$ cat src/rtl/pp_pkg.sv
// Package: shared constants and types for the ping-pong buffer controller.
// Assumes exactly two banks; the ping-pong scheme is defined only for a pair.
package pp_pkg;
    localparam int NUM_BANKS = 2;

    // Decoded pointer command for one bank, one clock wide.
    typedef struct packed {
        logic clr;
        logic dn;
        logic up;
    } step_cmd_t;
endpackage

$ cat src/rtl/pp_sync.sv
// Module: multi-bit level synchronizer.
// Each bit is an independent asynchronous level; no bus coherency is assumed.
// STAGES must be at least 2.
module pp_sync #(
    parameter int W      = 1,
    parameter int STAGES = 2
) (
    input  logic         clk,
    input  logic         rst_n,
    input  logic [W-1:0] din,
    output logic [W-1:0] dout
);
    logic [W-1:0] stg [STAGES];

    // Shift the asynchronous inputs through the flop chain.
    always_ff @(posedge clk) begin
        if (!rst_n) begin
            for (int i = 0; i < STAGES; i++) stg[i] <= '0;
        end else begin
            stg[0] <= din;
            for (int i = 1; i < STAGES; i++) stg[i] <= stg[i-1];
        end
    end

    assign dout = stg[STAGES-1];
endmodule

$ cat src/rtl/pp_addr_ctr.sv
// Module: one bank's address pointer.
// Clear beats both steps; up and down together hold; wraps in both directions.
// Assumes command inputs are single-clock pulses already gated by ownership.
module pp_addr_ctr #(
    parameter int ADDR_W = 19
) (
    input  logic              clk,
    input  logic              rst_n,
    input  pp_pkg::step_cmd_t cmd,
    output logic [ADDR_W-1:0] addr
);
    // Update the pointer from the decoded command.
    always_ff @(posedge clk) begin
        if (!rst_n)                   addr <= '0;
        else if (cmd.clr)             addr <= '0;
        else if (cmd.up && !cmd.dn)   addr <= addr + 1'b1;
        else if (cmd.dn && !cmd.up)   addr <= addr - 1'b1;
    end


    clr_wins_chk: assert property (@(posedge clk) disable iff (!rst_n)
        cmd.clr |=> (addr == '0));

    up_dn_hold_chk: assert property (@(posedge clk) disable iff (!rst_n)
        (cmd.up && cmd.dn && !cmd.clr) |=> $stable(addr));

    wrap_up_chk: assert property (@(posedge clk) disable iff (!rst_n)
        (cmd.up && !cmd.dn && !cmd.clr && (&addr)) |=> (addr == '0));

    wrap_dn_chk: assert property (@(posedge clk) disable iff (!rst_n)
        (cmd.dn && !cmd.up && !cmd.clr && (addr == '0)) |=> (&addr));
endmodule

$ cat src/rtl/pp_own_ctrl.sv
// Module: bank ownership and swap sequencing.
// A swap request is latched and executed once no strobe is busy. It opens a
// one-clock gap with every transceiver off, then flips the writer's bank.
// The reader always owns the bank the writer does not.
module pp_own_ctrl (
    input  logic clk,
    input  logic rst_n,
    input  logic swap_rise,
    input  logic busy,
    output logic wr_bank,
    output logic gap
);
    logic pending;
    logic accept;

    assign accept = pending && !busy && !gap;

    // Latch swap requests until they can be served.
    always_ff @(posedge clk) begin
        if (!rst_n) pending <= 1'b0;
        else        pending <= (pending && !accept) || swap_rise;
    end

    // Run the gap clock and then flip ownership.
    always_ff @(posedge clk) begin
        if (!rst_n) begin
            gap     <= 1'b0;
            wr_bank <= 1'b0;
        end else if (gap) begin
            gap     <= 1'b0;
            wr_bank <= !wr_bank;
        end else if (accept) begin
            gap     <= 1'b1;
        end
    end


    swap_idle_chk: assert property (@(posedge clk) disable iff (!rst_n)
        $rose(gap) |-> !$past(busy));

    gap_one_clk_chk: assert property (@(posedge clk) disable iff (!rst_n)
        gap |=> !gap);

    gap_flips_chk: assert property (@(posedge clk) disable iff (!rst_n)
        gap |=> (wr_bank != $past(wr_bank)));

    owner_steady_chk: assert property (@(posedge clk) disable iff (!rst_n)
        !gap |=> $stable(wr_bank));
endmodule

$ cat src/rtl/pingpong_sram_ctrl.sv
// Module: dual-bank ping-pong buffer controller (top).
// Writer and reader processors step per-bank pointers with edge commands and
// strobe bytes in or out; a swap exchanges which bank each one owns.
// Assumes processor inputs are asynchronous and wr_data is stable while wr_stb
// is high. The SRAM devices themselves sit outside.
module pingpong_sram_ctrl #(
    parameter int ADDR_W      = 19,
    parameter int DATA_W      = 8,
    parameter int SYNC_STAGES = 2
) (
    input  logic                                     clk,
    input  logic                                     rst_n,
    input  logic                                     wr_inc,
    input  logic                                     wr_dec,
    input  logic                                     wr_clr,
    input  logic                                     wr_stb,
    input  logic [DATA_W-1:0]                        wr_data,
    input  logic                                     rd_inc,
    input  logic                                     rd_dec,
    input  logic                                     rd_clr,
    input  logic                                     rd_stb,
    output logic [DATA_W-1:0]                        rd_data,
    input  logic                                     swap_req,
    output logic [pp_pkg::NUM_BANKS-1:0][ADDR_W-1:0] bank_addr,
    output logic [pp_pkg::NUM_BANKS-1:0]             bank_we_n,
    output logic [pp_pkg::NUM_BANKS-1:0]             bank_oe_n,
    output logic [pp_pkg::NUM_BANKS-1:0]             bank_wr_xcvr_en,
    output logic [pp_pkg::NUM_BANKS-1:0]             bank_rd_xcvr_en,
    output logic [pp_pkg::NUM_BANKS-1:0][DATA_W-1:0] bank_wdata,
    input  logic [pp_pkg::NUM_BANKS-1:0][DATA_W-1:0] bank_rdata
);
    import pp_pkg::*;

    localparam int NCMD = 7; // 3 writer cmds, 3 reader cmds, swap
    localparam int NIN  = NCMD + 2;

    logic [NIN-1:0]  in_sync;
    logic [NCMD-1:0] cmd_lvl, cmd_lvl_q, cmd_rise;
    logic            wr_lvl, rd_lvl;
    logic            wr_out, rd_out;
    logic            wr_bank, gap;
    step_cmd_t       wr_cmd, rd_cmd;

    pp_sync #(.W(NIN), .STAGES(SYNC_STAGES)) u_sync (
        .clk  (clk),
        .rst_n(rst_n),
        .din  ({rd_stb, wr_stb, swap_req, rd_clr, rd_dec, rd_inc, wr_clr, wr_dec, wr_inc}),
        .dout (in_sync)
    );

    assign cmd_lvl = in_sync[NCMD-1:0];
    assign wr_lvl  = in_sync[NCMD];
    assign rd_lvl  = in_sync[NCMD+1];

    // Remember last command levels for rising-edge detection.
    always_ff @(posedge clk) begin
        if (!rst_n) cmd_lvl_q <= '0;
        else        cmd_lvl_q <= cmd_lvl;
    end

    assign cmd_rise = cmd_lvl & ~cmd_lvl_q;
    assign wr_cmd   = '{clr: cmd_rise[2], dn: cmd_rise[1], up: cmd_rise[0]};
    assign rd_cmd   = '{clr: cmd_rise[5], dn: cmd_rise[4], up: cmd_rise[3]};

    // Register the strobes one clock behind the sync so the address settles first.
    always_ff @(posedge clk) begin
        if (!rst_n) begin
            wr_out <= 1'b0;
            rd_out <= 1'b0;
        end else begin
            wr_out <= wr_lvl && !gap;
            rd_out <= rd_lvl && !gap;
        end
    end

    pp_own_ctrl u_own (
        .clk      (clk),
        .rst_n    (rst_n),
        .swap_rise(cmd_rise[6]),
        .busy     (wr_lvl || rd_lvl || wr_out || rd_out),
        .wr_bank  (wr_bank),
        .gap      (gap)
    );

    for (genvar b = 0; b < NUM_BANKS; b++) begin : g_bank
        logic      owner_wr;
        logic      hold;
        step_cmd_t sel_cmd;
        step_cmd_t gated;

        assign owner_wr = (wr_bank == 1'(b));
        assign sel_cmd  = owner_wr ? wr_cmd : rd_cmd;
        assign hold     = gap || (owner_wr ? wr_lvl : rd_lvl);
        assign gated    = hold ? '0 : sel_cmd;

        pp_addr_ctr #(.ADDR_W(ADDR_W)) u_ctr (
            .clk  (clk),
            .rst_n(rst_n),
            .cmd  (gated),
            .addr (bank_addr[b])
        );

        assign bank_wr_xcvr_en[b] = !gap && owner_wr;
        assign bank_rd_xcvr_en[b] = !gap && !owner_wr;
        assign bank_we_n[b]       = !(wr_out && bank_wr_xcvr_en[b]);
        assign bank_oe_n[b]       = !(rd_out && bank_rd_xcvr_en[b]);
        assign bank_wdata[b]      = bank_wr_xcvr_en[b] ? wr_data : '0;


        xcvr_excl_chk: assert property (@(posedge clk) disable iff (!rst_n)
            !(bank_wr_xcvr_en[b] && bank_rd_xcvr_en[b]));

        strobe_excl_chk: assert property (@(posedge clk) disable iff (!rst_n)
            !(!bank_we_n[b] && !bank_oe_n[b]));

        we_addr_stable_chk: assert property (@(posedge clk) disable iff (!rst_n)
            $fell(bank_we_n[b]) |-> $stable(bank_addr[b]));

        oe_addr_stable_chk: assert property (@(posedge clk) disable iff (!rst_n)
            $fell(bank_oe_n[b]) |-> $stable(bank_addr[b]));
    end

    // Return the byte of whichever bank the reader currently has connected.
    always_comb begin
        rd_data = '0;
        for (int b = 0; b < NUM_BANKS; b++)
            if (bank_rd_xcvr_en[b]) rd_data = bank_rdata[b];
    end


    opposite_owner_chk: assert property (@(posedge clk) disable iff (!rst_n)
        $countones(bank_wr_xcvr_en) == $countones(bank_rd_xcvr_en));
endmodule

$ cat config.mk
export PLATFORM = sky130hd
export DESIGN_NAME = pingpong_sram_ctrl
export DESIGN_NICKNAME = d
export VERILOG_FILES = /design/src/rtl/pp_pkg.sv /design/src/rtl/pp_sync.sv /design/src/rtl/pp_addr_ctr.sv /design/src/rtl/pp_own_ctrl.sv /design/src/rtl/pingpong_sram_ctrl.sv
export SDC_FILE = /design/constraint.sdc
export NUM_CORES = 1
export LEC_CHECK = 0
export ABC_CLOCK_PERIOD_IN_PS = 3900
export BUFFER_PORTS_ARGS = -buffer_cell sky130_fd_sc_hd__buf_2
export CELL_PAD_IN_SITES_DETAIL_PLACEMENT = 0
export CELL_PAD_IN_SITES_GLOBAL_PLACEMENT = 2
export CORE_MARGIN = 1
export CORE_UTILIZATION = 29
export DETAILED_ROUTE_END_ITERATION = 10
export PLACE_DENSITY = 0.76
export SKIP_CTS_REPAIR_TIMING = 1
export SLEW_MARGIN = 30
export SYNTH_ARGS = -nofsm -noshare
export SYNTH_HDL_FRONTEND = slang
export SYNTH_SLANG_ARGS = --single-unit
$ cat constraint.sdc
create_clock -name clk -period 3.9 [get_ports clk]
set_input_delay 0.585 -clock clk [delete_from_list [all_inputs] [get_ports clk]]
set_output_delay 0.585 -clock clk [all_outputs]
set_load 0.005 [all_outputs]
==> impl_results.md, run 1 <==
- Failing checks: design-rule violations
- Crit path DAT: 3.88 ns
- Drt first pass iters: 7
- Worst-path fanout max: 12
- Pwr/cell area: 528 nW/um^2
- Post-route DRC: 1
- CTS tree: yes
- Vias per Instance: 4.93
- Cell variety after synth: roughly 70
- Final Hold Vio Count: 0
- Placed cells: 862
- Starting Density: slightly below 30%
- Total detailed-routing wirelength: 12.2 mm
- WP buf/inv: 2
- DIE HEIGHT: 129 um
- Tot GR Track Use: 15.4%
- Top FF cell, synth: dfxtp_1
- RR Startpoint: u_own.wr_bank
- Total Die Area: 16,600 sq um
- Worst-path cell chain: buf_4 > a211o_1 > or2_2 > ha_1 > inv_1 > ha_1 > a21o_1 > a21o_1 > a221oi_4 > o21ai_2 > or4_4 > o211ai_2
- Worst Setup SP: u_own.wr_bank
- Wire per inst: 13.8 um
- R2r endpoint: g_bank[0].u_ctr.addr[17]
- CTS H-tree lvls: 3
- Post-synth EDFFs: 0
- Peak Freq: 278 MHz
- Largest family of logic cells by synthesized area: simple AND/OR/NAND/NOR gates
- Max_cap viols: 0
- Share of cells above drive strength 1: between 20% and 30%
- Share of the yosys chip area belonging to registers: about 30%
- RSZ-0062 raised after global routing: no
- Clk Latency, worst-skew pair: 0.35 ns
- CTS Buf Count: 9
- First-pass GRT wire length: 20.3 mm
- Synthesized flop and latch total: 68
- Nets: 730
- Vias in the first global route: 4,160
- Critical path's top delay family: compound AO/OA/AOI/OAI gates
- Endpoints failing setup: 0
- Syn avg cell area: 8.25 sq um
- Crit share post-route: 92.3%
- Slew @ Worst Pin: 0.890 ns
- Worst-path clk slew: 0.06 ns
- PortBufs: 104
- Chip width: 129 um
- Largest net degree at the start of global routing: 34
- Lkg Pwr: 2.69 nW
- DP HPWL: 9.14 mm
- Worst path slowest cell: or4_4
- Fin area: 5670 sq um
- Reg2reg path depth: 12
- YS warnings: 0
- Finished Core Util: between 30% and 40%
- Path category of the worst min-delay check: reg2reg
- Minimum clock period: 3.60 ns
- Post-synthesis cell count: 566
- Critical path class: reg2reg
- Root Buffer: clkbuf_16
- Ant diodes: 0
- Total number of vias: 4,331
- CP required: 4.18 ns
- Compound-Gate Fraction of Synth Area: 23.1%
- Async set-reset flop share out of synthesis: 0%
- Max transition margin: 40.6%
- First DRT Iteration DRCs: 214
- R2R setup slack: 0.30 ns
- Post-synthesis mux area share: 3.43%
- Remaining antenna violation count: 0
- CP peak stage delay: 0.48 ns
- Gr ovfl total: 0
- Clk buf depth: 2
- Post-Synth XOR/XNOR Area: 3.56%
- Dpl cell area: 5360 sq um
- Post-synthesis adder-cell area fraction: 10.5%
- Sinks on Clock Net: 68
- Setup_tns: 0 ns
- Synth-to-Final Area Change: 21.3%
- Antenna violations before repair: 0
- # rows: between 40 and 50
- Worst vdd ir: 0.000248 V
- Num ports: 105
- Critical Path Stages: 12
- Clock Skews: 0.00952 ns
- Core area: 15,800 sq um
- Critical path capture point type: register
- Post-synthesis simple-gate area fraction: 24.9%
- Startpoint type of the worst setup path: register
- Status: finished, violations left
- Mapped Area: between 4000 and 5000 sq um
- Finished Layout Cells: 878
- Worst Setup EP: g_bank[0].u_ctr.addr[17]
- RePlAce Congestion: 0.833
- Pins Over Slew Limit: 0
- Synthesized net count: about 640
area by class of cell:
| type | count | area (sq um) |
|---|---|---|
| clock buffer | 9 | 225 |
| inverter | 17 | 63.8 |
| tap | 216 | 270 |
| multi-input combinational | 446 | 3060 |
| fill | 1688 | 10200 |
| sequential | 68 | 1360 |
| timing repair buffer | 115 | 603 |
| clock inverter | 7 | 81.3 |
worst register-to-register path, stage by stage (launching register included):
cell      delay, ns
dfxtp_1        0.34
buf_4          0.20
a211o_1        0.31
or2_2          0.31
ha_1           0.23
inv_1          0.34
ha_1           0.41
a21o_1         0.19
a21o_1         0.20
a221oi_4       0.36
o21ai_2        0.11
or4_4          0.48
o211ai_2       0.08
worst min path at each step:
stage                        endpoint  slack, ns              from  depth (start not counted)
detailed placement   u_sync.stg[0][9]       0.42  u_sync.stg[0][0]                          1
CTS                  u_sync.stg[0][3]       0.43            rd_inc                          2
global placement    u_sync.stg[0][15]       0.42  u_sync.stg[0][6]                          1
floorplan           u_sync.stg[0][10]       0.41  u_sync.stg[0][1]                          1
finish               u_sync.stg[0][9]       0.43  u_sync.stg[0][0]                          1
global route         u_sync.stg[0][6]       0.43          swap_req                          2
stage by stage:
| step | setup WS (ns) | hold slack (ns) | power (mW) |
|---|---|---|---|
| after detailed placement | 0.263 | 0.421 | 2.14 |
| final | 0.299 | 0.429 | 2.99 |
| after global routing | 0.0269 | 0.433 | 3.22 |
| after global placement | 0.361 | 0.418 | 2.14 |
| after floorplan | 0.224 | 0.412 | 1.83 |
| after CTS | 0.259 | 0.425 | 3.03 |
power by group:
part           switching (mW)  leakage (nW)  internal (mW)
sequential             0.0681         0.557          0.773
combinational           0.712          1.98          0.581
clock                   0.355         0.147          0.505
total                    1.14          2.69           1.86
cells by family (layout without fill, tap and decap cells):
logic type	count (synthesis)	count (layout)
simple gates	220	220
fa+ha+maj	38	38
buf+inv	52	148
mux	16	16
xor+xnor	19	19
flops	68	68
compound gates	153	153
cells in the final DEF, fill, tap and decap left out, types with 3 or more instances in the layout:
master and instances:
clkbuf_16 9, o21ai_0 12, nand3_1 21, nand2_1 42, a311o_1 3, buf_2 104
nor3_1 8, a211oi_1 4, and3_1 6, mux2i_1 16, or3_1 7, inv_1 17
o21bai_1 5, nor3b_1 10, a21o_1 23, inv_6 4, nor2b_1 9, a31oi_1 12
a21oi_1 38, nand4_1 8, xor2_1 8, nor2_1 45, and2_1 42, xnor2_1 11
o211ai_1 7, or2_2 5, buf_4 11, a2111oi_0 3, o21ai_2 3, o21a_1 9
o21ai_1 6, ha_1 36, dfxtp_1 68
sequential cells by signal (all words and copies together) (netlist names):
signal,flops
g_bank.u_ctr.addr,38
u_sync.stg,18
cmd_lvl_q,7
rd_out,1
u_own.gap,1
u_own.pending,1
u_own.wr_bank,1
wr_out,1
synth_stat cells, drive strengths merged (2+ instances only):
cell type	instances	area, sq um
mux2i	16	160
xnor2	11	96.3
and3	7	45.1
nor4b	2	17.5
inv	17	63.8
fa	2	40.0
or2	5	31.3
a311o	3	30.0
or4	3	26.3
nor2	45	169
nor3b	10	75.1
xor2	8	70.1
or3	8	51.3
a21o	24	181
nor3	8	40.0
nand2	42	158
nor2b	9	56.3
a211o	2	17.5
nand3	21	105
a31oi	12	75.1
and2	42	263
nand4	8	50.1
buf	13	86.3
o21ai	21	116
o211ai	8	65.1
clkbuf	22	103
a2111oi	4	41.3
o21a	10	76.3
nor4	2	12.5
a21oi	39	199
o21bai	5	37.5
ha	36	450
nand2b	2	12.5
o31ai	3	22.5
a311oi	2	17.5
and3b	2	17.5
dfxtp	68	1360
a221oi	2	35.0
a211oi	5	42.5
layer usage:
layer / global-route usage, % / share of wire (%)
met1: 18.9 / 48
met2: 26.0 / 47
met5: 0 / 0
met4: 5.26 / 1.3
met3: 4.07 / 3.7
Power figures use the tool's default switching activity.
==> inputs of run 2 (changes only) <==
--- a/config.mk
+++ b/config.mk
@@ -7,12 +7,11 @@
 export LEC_CHECK = 0
 export ABC_CLOCK_PERIOD_IN_PS = 3900
 export BUFFER_PORTS_ARGS = -buffer_cell sky130_fd_sc_hd__buf_2
-export CELL_PAD_IN_SITES_DETAIL_PLACEMENT = 0
-export CELL_PAD_IN_SITES_GLOBAL_PLACEMENT = 2
+export CAP_MARGIN = 20
 export CORE_MARGIN = 1
-export CORE_UTILIZATION = 29
+export CORE_UTILIZATION = 50
 export DETAILED_ROUTE_END_ITERATION = 10
-export PLACE_DENSITY = 0.76
+export PLACE_DENSITY = 0.77
 export SKIP_CTS_REPAIR_TIMING = 1
 export SLEW_MARGIN = 30
 export SYNTH_ARGS = -nofsm -noshare
==> impl_results.md, run 2 (same netlist as run 1, synthesis figures left out) <==
- Status: finished, final reports clean
- Clk Latency, worst-skew pair: approximately 0.35 ns
- Starting Density: 52.5%
- Wire per inst: between 10 and 15 um
- Met3 GRT Util: 4.68%
- Synth-to-Final Area Change: 16.3%
- Clk buf depth: 2
- Switching Power: 1.08 mW
- Placed cells: 751
- Total Die Area: 9730 sq um
- Clock Skews: 0.0110 ns
- RSZ-0062 raised after global routing: no
- Finished Layout Cells: about 770
- Met2 global-route usage: around two fifths
- Critical path class: reg2reg
- Setup_tns: 0 ns
- Largest registers: g_bank.u_ctr.addr x38, u_sync.stg x18, cmd_lvl_q x7
- Largest net degree at the start of global routing: 34
- Post-route DRC: 0
- Ant diodes: 0
- Fill cell count: approximately 780
- Drt first pass iters: 4
- Worst-path cell chain: nor2b_1 > a211o_1 > or2_2 > ha_1 > inv_1 > buf_4 > ha_1 > a21oi_1 > nand2_1 > o31ai_1 > o21ai_0 > xnor2_1 > o21ai_0
- # rows: 34
- Gr busiest metal: met2
- Met1 Use GR: 28.8%
- Antenna violations before repair: 0
- Clk pwr share: 22.2%
- Chip width: 98.7 um
- DIE HEIGHT: 98.7 um
- Worst vdd ir: 0.000281 V
- Sequential Power Share: 30.8%
- CP required: 4.14 ns
- Dpl cell area: 5210 sq um
- Most common cell after layout, fill and taps aside: buf_2
- Max_cap viols: 0
- Worst-path fanout max: 9
- Largest Register: g_bank.u_ctr.addr
- Final Hold Vio Count: 0
- Slew @ Worst Pin: 0.820 ns
- Vias in the first global route: approximately 4,300
- Worst-path clk slew: approximately 0.080 ns
- Minimum clock period: 3.65 ns
- Reg area: between 1000 and 1500 sq um
- Total detailed-routing wirelength: 11.0 mm
- Pins Over Slew Limit: 0
- Tot GR Track Use: 23.4%
- Total number of vias: 4,354
- Lkg Pwr: 2.64 nW
- Combinational power share: 47.0%
- CTS tree: yes
- Max reg flops: 38
- RePlAce Congestion: 0.971
- DP HPWL: 8.15 mm
- Startpoint type of the worst setup path: register
- CTS H-tree lvls: 3
- Fin area: 5430 sq um
- Max transition margin: 45.3%
- Core area: 8890 sq um
- Endpoints failing setup: 0
- Path category of the worst min-delay check: in2reg
- CP peak stage delay: 0.51 ns
- Sinks on Clock Net: 68
- CTS Buf Count: 9
- Most frequent cells in the layout: buf_2, dfxtp_1, nor2_1
- Pwr/cell area: just over 500 nW/um^2
- Worst path slowest cell: o31ai_1
- Crit share post-route: between 90% and 100%
- Internal power: 1.66 mW
- First DRT Iteration DRCs: roughly 210
- Nets: roughly 730
- First-pass GRT wire length: 19.0 mm
- Sw Share: 39.5%
- Share of cells above drive strength 1: 22.9%
- Root Buffer: clkbuf_8
- PortBufs: 104
- Critical path capture point type: register
- Crit path DAT: a little under 4 ns
- Vias per Instance: about 5.7
- Multi-input gate area: around 3100 sq um
- Remaining antenna violation count: 0
- Peak Freq: 274 MHz
- Num ports: 105
- Gr ovfl total: 0
==> run 2: worst paths after layout <==
path              slack, ns  depth (start not counted)                       end             start
setup / recovery       0.25                         13  g_bank[0].u_ctr.addr[12]     u_own.wr_bank
hold / removal         0.43                          2          u_sync.stg[0][7]            wr_stb
setup reg to reg       0.25                         13  g_bank[0].u_ctr.addr[12]     u_own.wr_bank
hold reg to reg        0.44                          1         u_sync.stg[0][13]  u_sync.stg[0][4]
==> run 2: routing by layer <==
metal | vias to the layer above | share of wire, %
met5 | - | 0
met4 | 0 | 1.6
met3 | 20 | 3.5
met2 | 85 | 49
met1 | 2027 | 46
li1 | 2222 | -
==> run 2: cell type report <==
cell class / count / area share [%]
Tap cell: 108 / 2.49
Sequential cell: 68 / 25.1
Clock inverter: 7 / 1.50
Timing Repair Buffer: 112 / 10.9
Inverter: 17 / 1.24
Clock buffer: 9 / 2.28
Multi-Input combinational cell: 446 / 56.5
==> run 2: stage by stage <==
step	setup WS [ns]	hold slack, ns	utilization [%]	power (mW)
2_1_floorplan	0.224	0.412	-	1.83
3_3_place_gp	0.424	0.416	58.6	2.09
3_5_place_dp	0.282	0.418	58.6	2.12
4_1_cts	0.261	0.419	60.9	2.74
5_1_grt	0.0133	0.424	61.1	2.94
6_report	0.250	0.434	61.1	2.74
==> run 2: critical path, delay by kind of cell, from the launching register on <==
kind / cells / cell delay, ns
DFF: 1 / 0.48
buffers and inverters: 2 / 0.47
adders and majority gates: 2 / 0.52
AOI/OAI and AO/OA: 5 / 1.41
xor gates and xnor gates: 1 / 0.18
and+or+nand+nor: 3 / 0.48
==> run 2: power groups by stage <==
stage | sequential, mW | combinational, mW | clock [mW]
2_1_floorplan | 0.847 | 0.982 | 0
3_3_place_gp | 0.853 | 1.24 | 0
3_5_place_dp | 0.857 | 1.26 | 0
4_1_cts | 0.842 | 1.27 | 0.625
5_1_grt | 0.853 | 1.43 | 0.653
6_report | 0.842 | 1.29 | 0.607
==> inputs of run 3 (changes only) <==
--- a/config.mk
+++ b/config.mk
@@ -12,6 +12,7 @@
 export CORE_UTILIZATION = 50
 export DETAILED_ROUTE_END_ITERATION = 10
 export PLACE_DENSITY = 0.77
+export SETUP_SLACK_MARGIN = 0.3
 export SKIP_CTS_REPAIR_TIMING = 1
 export SLEW_MARGIN = 30
 export SYNTH_ARGS = -nofsm -noshare
==> impl_results.md, run 3 (same netlist as run 1, synthesis figures left out) <==
- Status: finished, final reports clean
- Root Buffer: clkbuf_8
- Vias in the first global route: around 4,000
- Pins Over Slew Limit: 0
- Total Die Area: 9730 sq um
- Peak Freq: approximately 300 MHz
- Chip width: 98.7 um
- CTS tree: yes
- R2r endpoint: g_bank[0].u_ctr.addr[17]
- RR Startpoint: u_sync.stg[0][16]
- WP buf/inv: 2
- Worst-path clk slew: 0.09 ns
- Startpoint type of the worst setup path: register
- Pwr/cell area: 504 nW/um^2
- Critical path capture point type: register
- Reg2reg path depth: 13
- Total detailed-routing wirelength: 11.1 mm
- Finished Layout Cells: between 700 and 800
- Gr ovfl total: 0
- Wire per inst: 14.4 um
- Tot GR Track Use: 22.9%
- PortBufs: roughly 100
- Total number of vias: 4,381
- Antenna violations before repair: 0
- Minimum clock period: 3.43 ns
- Final Hold Vio Count: 0
- Worst-path fanout max: 7
- DP HPWL: between 8 and 9 mm
- Synth-to-Final Area Change: 16.7%
- Switching Power: 1.08 mW
- Max transition margin: 45.8%
- # rows: 34
- Worst-path cell chain: nor2b_1 > a211o_1 > or2_2 > ha_1 > inv_2 > buf_4 > ha_1 > a21o_1 > a21o_1 > a221oi_4 > o21ai_2 > or4_4 > o211ai_2
- DIE HEIGHT: a little under 100 um
- Setup_tns: 0 ns
- Slew @ Worst Pin: between 0.8 and 0.9 ns
- RSZ-0062 raised after global routing: yes
- Most common cell after layout, fill and taps aside: buf_2
- Critical path's top delay family: compound AO/OA/AOI/OAI gates
- Finished Core Util: 61.3%
- Largest Register: g_bank.u_ctr.addr
- Crit path DAT: between 3 and 4 ns
- Clock Skews: roughly 0.014 ns
- Share of cells above drive strength 1: 24.1%
- Dpl cell area: 5210 sq um
- Fill cell count: 795
- Worst vdd ir: 0.000299 V
- First-pass GRT wire length: 18.4 mm
- CTS Buf Count: 9
- Ant diodes: 0
- Min Hold Slack: 0.428 ns
- Num ports: 105
- Vias per Instance: between 5 and 6
- Lkg Pwr: 2.64 nW
- Max reg flops: 38
- CP required: between 4 and 5 ns
- Drt first pass iters: 7
- CTS H-tree lvls: 3
- Remaining antenna violation count: 0
- Max_cap viols: 0
- Hold Path Stages: 1
- Most frequent cells in the layout: buf_2, dfxtp_1, nor2_1
- R2R setup slack: 0.47 ns
- RePlAce Congestion: 0.924
- Clk Latency, worst-skew pair: 0.34 ns
- First DRT Iteration DRCs: 178
- Fin area: about 5500 sq um
- Critical path class: reg2reg
- Placed cells: 753
- Endpoints failing setup: 0
- Hold Path Sink: u_sync.stg[0][10]
- Clk pwr share: 21.8%
- Post-route DRC: 0
- Starting Density: 52.5%
- Nets: roughly 730
- Largest registers: g_bank.u_ctr.addr x38, u_sync.stg x18, cmd_lvl_q x7
- Core area: between 8000 and 9000 sq um
- Combinational power share: 47.6%
- Worst path slowest cell: or4_4
- Path category of the worst min-delay check: reg2reg
- Crit share post-route: 87.9%
- Min-delay src: u_sync.stg[0][1]
- Sw Share: 39.4%
- CP peak stage delay: 0.48 ns
- Internal power: 1.66 mW
- Sinks on Clock Net: about 70
- Clk buf depth: 2
- Sequential Power Share: between 30% and 40%
- Largest net degree at the start of global routing: 34
-- run 3: changes by cell type in the layout (fill, tap and decap cells not counted), sizes merged --
| cell | change |
|---|---|
| buf | +2 |
| clkinvlp | -1 |
| inv | +1 |
-- run 3: worst max path at each step --
| stage | from | cells past startpoint | endpoint | slack (ns) |
|---|---|---|---|---|
| floorplan | u_own.wr_bank | 15 | g_bank[0].u_ctr.addr[17] | 0.39 |
| global placement | u_own.wr_bank | 13 | g_bank[1].u_ctr.addr[15] | 0.44 |
| detailed placement | u_own.wr_bank | 13 | g_bank[1].u_ctr.addr[17] | 0.37 |
| CTS | u_own.wr_bank | 13 | g_bank[0].u_ctr.addr[18] | 0.32 |
| global route | u_own.wr_bank | 13 | g_bank[0].u_ctr.addr[16] | 0.28 |
| finish | u_sync.stg[0][16] | 13 | g_bank[0].u_ctr.addr[17] | 0.47 |
-- run 3: routing by layer --
| metal | GRT usage [%] | vias to the layer above | wire, um |
|---|---|---|---|
| met3 | 4.33 | 11 | 432 |
| met2 | 38.6 | 116 | 5260 |
| met5 | 0 | - | 0 |
| li1 | - | 2226 | - |
| met4 | 5.63 | 0 | 111 |
| met1 | 30.4 | 2028 | 5250 |
-- run 3: final cells by class --
cell class / instances / area [sq um] / area share, %
Clock inverter: 7 / 81.3 / 1.49
Inverter: 17 / 66.3 / 1.22
Timing Repair Buffer: 114 / 596 / 10.9
Multi-Input combinational cell: 446 / 3090 / 56.6
Tap cell: 108 / 135 / 2.48
Clock buffer: 9 / 124 / 2.27
Sequential cell: 68 / 1360 / 25.0
-- run 3: power by group through the flow --
| stage | Sequential [mW] | Combinational (mW) | Clock (mW) |
|---|---|---|---|
| after floorplan | 0.847 | 0.983 | 0 |
| after global placement | 0.852 | 1.24 | 0 |
| after detailed placement | 0.856 | 1.26 | 0 |
| after CTS | 0.840 | 1.27 | 0.617 |
| after global routing | 0.851 | 1.44 | 0.653 |
| final | 0.840 | 1.31 | 0.599 |
-- run 3: metrics by stage --
| step | power (mW) | setup slack, ns |
|---|---|---|
| global placement | 2.09 | 0.443 |
| floorplan | 1.83 | 0.390 |
| global route | 2.95 | 0.276 |
| CTS | 2.73 | 0.324 |
| detailed placement | 2.12 | 0.370 |
| finish | 2.75 | 0.471 |
